<file path="src/rtl/dram_ctl_pkg.sv">
package dram_ctl_pkg;
  localparam int WORD_W  = 32;
  localparam int MODE_W  = 14;
  localparam int MODE_LO = 16;
  localparam int B_CLKAUTO  = 15;
  localparam int B_CKEAUTO  = 14;
  localparam int B_TRACE    = 13;
  localparam int B_OVLDIS   = 12;
  localparam int B_PIPECACHE = 11;
  localparam int B_CACHEEN  = 10;
  localparam int B_STRAPPIPE = 9;
  localparam int B_STRAPSRV = 8;
  localparam int B_MRS      = 0;

  typedef struct packed {
    logic regWr;
    logic mrsClr;
    logic idleSat;
  } ctlStrobes_t;
endpackage

</file>
<file path="src/rtl/dram_ctl_ctrl.sv">
module dram_ctl_ctrl
  import dram_ctl_pkg::*;
#(
  parameter int IDLE_LIMIT = 8
) (
  input  logic        clk,
  input  logic        rst_n,
  input  logic        regWrEn,
  input  logic        memActive,
  input  logic        mrsAck,
  output ctlStrobes_t strobes
);
  localparam int CNT_W = $clog2(IDLE_LIMIT + 1);
  localparam logic [CNT_W-1:0] LIMIT_V = CNT_W'(IDLE_LIMIT);

  logic [CNT_W-1:0] idleCnt;

  always_ff @(posedge clk or negedge rst_n) begin
    if (!rst_n) begin
      idleCnt <= '0;
    end else if (memActive) begin
      idleCnt <= '0;
    end else if (idleCnt != LIMIT_V) begin
      idleCnt <= idleCnt + 1'b1;
    end
  end

  always_comb begin
    strobes.regWr   = regWrEn;
    strobes.mrsClr  = mrsAck;
    strobes.idleSat = (idleCnt == LIMIT_V) && !memActive;
  end
endmodule

</file>
<file path="src/rtl/dram_ctl_dp.sv">
module dram_ctl_dp
  import dram_ctl_pkg::*;
(
  input  logic              clk,
  input  logic              rst_n,
  input  ctlStrobes_t       strobes,
  input  logic [WORD_W-1:0] regWrData,
  input  logic              strapPipeCache,
  input  logic              strapServer,
  input  logic              dataBusy,
  output logic [WORD_W-1:0] regRdData,
  output logic              clkGateEn,
  output logic              ckeOut,
  output logic              mrsReq,
  output logic [MODE_W-1:0] mrsMode,
  output logic              overlapHold,
  output logic              cacheIsolate,
  output logic              traceSel
);
  logic [MODE_W-1:0] modeVal;
  logic clkAuto, ckeAuto, traceEn, ovlDis, pipeCache, cacheEn, mrsBit;

  always_ff @(posedge clk or negedge rst_n) begin
    if (!rst_n) begin
      modeVal   <= '0;
      clkAuto   <= 1'b0;
      ckeAuto   <= 1'b0;
      traceEn   <= 1'b0;
      ovlDis    <= 1'b0;
      pipeCache <= 1'b0;
      cacheEn   <= 1'b0;
    end else if (strobes.regWr) begin
      modeVal   <= regWrData[MODE_LO +: MODE_W];
      clkAuto   <= regWrData[B_CLKAUTO];
      ckeAuto   <= regWrData[B_CKEAUTO];
      traceEn   <= regWrData[B_TRACE];
      ovlDis    <= regWrData[B_OVLDIS];
      pipeCache <= regWrData[B_PIPECACHE];
      cacheEn   <= regWrData[B_CACHEEN];
    end
  end

  // request bit: a write of 1 sets it, an accept clears it, a write of 0 leaves it
  always_ff @(posedge clk or negedge rst_n) begin
    if (!rst_n) mrsBit <= 1'b0;
    else        mrsBit <= (strobes.regWr && regWrData[B_MRS]) || (mrsBit && !strobes.mrsClr);
  end

  always_comb begin
    regRdData = '0;
    regRdData[MODE_LO +: MODE_W] = modeVal;
    regRdData[B_CLKAUTO]   = clkAuto;
    regRdData[B_CKEAUTO]   = ckeAuto;
    regRdData[B_TRACE]     = traceEn;
    regRdData[B_OVLDIS]    = ovlDis;
    regRdData[B_PIPECACHE] = pipeCache;
    regRdData[B_CACHEEN]   = cacheEn;
    regRdData[B_STRAPPIPE] = strapPipeCache;
    regRdData[B_STRAPSRV]  = strapServer;
    regRdData[B_MRS]       = mrsBit;
  end

  assign clkGateEn    = !(clkAuto && strobes.idleSat);
  assign ckeOut       = !(ckeAuto && strobes.idleSat);
  assign mrsReq       = mrsBit;
  assign mrsMode      = modeVal;
  assign overlapHold  = ovlDis && dataBusy;
  assign cacheIsolate = !cacheEn;
  assign traceSel     = traceEn;
endmodule

</file>
<file path="src/rtl/dram_ctl_reg.sv">
module dram_ctl_reg
  import dram_ctl_pkg::*;
#(
  parameter int IDLE_LIMIT = 8
) (
  input  logic        clk,
  input  logic        rst_n,
  input  logic        regWrEn,
  input  logic [31:0] regWrData,
  output logic [31:0] regRdData,
  input  logic        strapPipeCache,
  input  logic        strapServer,
  input  logic        memActive,
  input  logic        dataBusy,
  input  logic        mrsAck,
  output logic        clkGateEn,
  output logic        ckeOut,
  output logic        mrsReq,
  output logic [13:0] mrsMode,
  output logic        overlapHold,
  output logic        cacheIsolate,
  output logic        traceSel
);
  ctlStrobes_t strobes;

  dram_ctl_ctrl #(.IDLE_LIMIT(IDLE_LIMIT)) u_ctrl (
    .clk(clk), .rst_n(rst_n), .regWrEn(regWrEn),
    .memActive(memActive), .mrsAck(mrsAck), .strobes(strobes)
  );

  dram_ctl_dp u_dp (
    .clk(clk), .rst_n(rst_n), .strobes(strobes), .regWrData(regWrData),
    .strapPipeCache(strapPipeCache), .strapServer(strapServer), .dataBusy(dataBusy),
    .regRdData(regRdData), .clkGateEn(clkGateEn), .ckeOut(ckeOut),
    .mrsReq(mrsReq), .mrsMode(mrsMode), .overlapHold(overlapHold),
    .cacheIsolate(cacheIsolate), .traceSel(traceSel)
  );
endmodule

</file>
<file path="config.mk">
export PLATFORM = sky130hd
export DESIGN_NAME = dram_ctl_reg
export DESIGN_NICKNAME = d
export VERILOG_FILES = /design/src/rtl/dram_ctl_pkg.sv /design/src/rtl/dram_ctl_ctrl.sv /design/src/rtl/dram_ctl_dp.sv /design/src/rtl/dram_ctl_reg.sv
export SDC_FILE = /design/constraint.sdc
export NUM_CORES = 1
export LEC_CHECK = 0
export ABC_AREA = 1
export BUFFER_PORTS_ARGS = -buffer_cell sky130_fd_sc_hd__buf_2
export CAP_MARGIN = 10
export CORE_AREA = 3 3 64 66
export DETAILED_ROUTE_END_ITERATION = 6
export DIE_AREA = 0 0 67 69
export GPL_ROUTABILITY_DRIVEN = 0
export PLACE_DENSITY = 0.74
export SYNTH_ARGS = -nofsm -noshare
export SYNTH_HDL_FRONTEND = slang
export SYNTH_HIERARCHICAL = 1
export SYNTH_SLANG_ARGS = --single-unit
</file>
<file path="constraint.sdc">
create_clock -name clk -period 1.1 [get_ports clk]
set_input_delay 0.165 -clock clk [delete_from_list [all_inputs] [get_ports clk]]
set_output_delay 0.165 -clock clk [all_outputs]
set_load 0.05 [all_outputs]
</file>
==> results.toml <==
[timing]
finalHoldViolCount = 0
fin_crit_sh = 1.31
maxSlewHeadroom = 0.626
holdWs_ns = 0.0687
min_period_ns = 1.44
max_freq_mhz = 696
rsz0062_at_grt = "true"
drv_slew = 0
worst_slack_ns = -0.337
tightest_slew_ns = 0.560
setup_violations = 5
finalClockSkew_ns = 0.000248

[cells_and_area]
final_cell_mix = "70 x nand2_1, 32 x buf_2, 24 x clkbuf_4, 24 x dfrtp_1, 15 x buf_4"
nFillCells = 372
drive_gt1_frac = 0.436
nNetsFinal = 254
design_area_sq_mm = 0.00173
final_common_cell = "nand2_1"
syn_to_final_growth_pct = 30.9
num_antenna_cells = 0

[flow_run]
cap_violations = 0

[clock_network]
htreeDepth = 1
clkTransAtPathRegs_ns = 0.09
cts_buffer_depth = 2
clkLatencyLatePin_ns = 0.26
cts_tree = "built"
cts_root_buf = "clkbuf_8"
numCtsBuffers = 3
cts_num_sinks = 25

[global_route]
antenna_found_initial = 0
grt_usage = 0.118
globalRouteOverflowTotal = 0
grt_pass1_wl_um = 4350
grt_max_degree = 26
grt_pass1_vias = 966

[drt]
first_pass_iters = 4
vias_per_cell = 4.02
vias = 1042
route.detailed.drc = 0
first_iter_violations = 38
totalWireLength_um = 2770
wl_per_cell_um = 10.7
ant_nets = 0

[floorplanning]
die_w_um = 67
start_util = 0.364
fp-row-count = 22
coreArea_sq_mm = 0.00363
boundaryPins = 92
die-area_sq_mm = 0.00462
die_h_um = 69

[setup_path]
regToRegEndpoint = "u_ctrl/idleCnt[0]$_DFFE_PN0P_"
arrival_ns = 1.27
ff2ff_path_depth = 9
cp_max_fo = 3
cp-end-kind = "output port"
worstSetupStartpoint = "u_ctrl/idleCnt[1]$_DFFE_PN0P_"
crit_path_start_kind = "register"
required_ns = 0.94
path_class = "reg -> out"
r2r_setup_slack_ns = -0.01
r2r-start = "u_ctrl/idleCnt[0]$_DFFE_PN0P_"
critPathCapture = "ckeOut"

[placement]
hpwlAfterDp_um = 2020
io_buffer_count = 67
place_area_sq_mm = 0.00152

[logic_synthesis]
yosys.area.top_type = "dfrtp_1"
netlist_instances = 161
syn_area_sq_mm = 0.00132
ys_warn_count = 6
synth.ff_latch_count = 25
ys_types = 14
ys_top_cells_by_area = "dfrtp_1 47%, nand2_1 21%, buf_4 20%"
avgSynthCellArea_sq_um = 8.21
ys_seq_area_frac = 0.473
synth_top_area_frac = 0.473

[power_and_ir_drop]
powerDensity_mw_per_mm2 = 1480
power_mw = 2.56
leakagePower_nw = 1.02
vdd_ir_drop_max_v = 0.000649

[min_path]
whs_path_depth = 2
hold_class = "in -> reg"

[outcome]
status = "complete, but fails checks"
violations = "setup timing"
==> layer usage <==
metal	share of wire	GRT usage	up-vias
li1	-	-	534
met1	0.40	0.147	467
met2	0.51	0.203	39
met3	0.081	0.0244	2
met4	0.0047	0.0338	0
met5	0	0	-
==> flip-flops by register name, summed over array words and instances (netlist names) <==
register	cells
u_dp/pipeCache	1
u_dp/mrsMode	14
u_ctrl/idleCnt	4
u_dp/ovlDis	1
u_dp/traceSel	1
u_dp/ckeAuto	1
u_dp/mrsReq	1
u_dp/clkAuto	1
u_dp/cacheEn	1
==> where the power goes <==
part | internal [mW] | switching [mW] | leakage [nW]
registers | 0.998 | 0.0609 | 0.308
logic | 0.257 | 0.708 | 0.691
clock network | 0.253 | 0.282 | 0.0255
total | 1.51 | 1.05 | 1.02
==> synthesized netlist by cell type <==
cell	n
ha_1	2
nand3_1	3
clkinv_1	1
nand4_1	1
conb_1	1
nor2_1	3
inv_1	8
nand2_1	75
nand3_2	1
xnor2_1	1
inv_2	2
buf_4	36
buf_6	2
dfrtp_1	25
==> stage by stage <==
| step | setup slack (ns) | instances | setup TNS (ns) | util |
|---|---|---|---|---|
| detailed placement | -0.152 | 253 | -0.348 | 0.419 |
| CTS | -0.350 | 260 | -0.767 | 0.452 |
| finish | -0.337 | 259 | -0.721 | 0.476 |
| global placement | -0.144 | 253 | -0.309 | 0.419 |
| floorplan | -0.0665 | 169 | -0.132 | - |
| global route | -0.415 | 259 | -1.14 | 0.476 |
==> worst min path at each step <==
stage | start | end | slack (ns)
after floorplan | rst_n | u_ctrl/idleCnt[0]$_DFFE_PN0P_ | -0.13
after global placement | rst_n | u_dp/mrsMode[4]$_DFFE_PN0P_ | 0.19
after detailed placement | rst_n | u_dp/ovlDis$_DFFE_PN0P_ | 0.20
after CTS | memActive | u_ctrl/idleCnt[3]$_DFFE_PN0P_ | 0.06
after global routing | memActive | u_ctrl/idleCnt[3]$_DFFE_PN0P_ | 0.08
final | memActive | u_ctrl/idleCnt[3]$_DFFE_PN0P_ | 0.07
==> layout make-up <==
| type | instances | area (sq um) | share of cell area |
|---|---|---|---|
| well taps | 48 | 60.1 | 0.0347 |
| multi-input cells | 95 | 439 | 0.254 |
| clock inverters | 1 | 5.00 | 0.00289 |
| flip-flops and latches | 25 | 627 | 0.363 |
| repair buffers | 76 | 512 | 0.296 |
| inverters | 11 | 45.0 | 0.0260 |
| clock buffers | 3 | 41.3 | 0.0239 |
==> cell families after synthesis <==
logic type,Yosys count,synth area share
simple gates,83,0.245
buf+inv,49,0.253
flops,25,0.473
fa+ha+maj,2,0.0189
xor+xnor,1,0.00663
other cells,1,0.00284
==> critical path, cell delays in order (launching register included) <==
cell and delay (ns):
dfrtp_1 0.39, inv_2 0.07, ha_4 0.13, nand2_2 0.04, clkinv_2 0.05, nand2_4 0.04, inv_4 0.08, nand2_4 0.05
buf_8 0.14
==> timing repair <==
item	CTS	global route
setup endpoints to repair	8	37
gates resized for setup	15	42
buffers inserted	2	0
hold buffers	1	0
hold endpoints to repair	25	0
pin swaps	2	3
(Power assumes the default switching activity.)
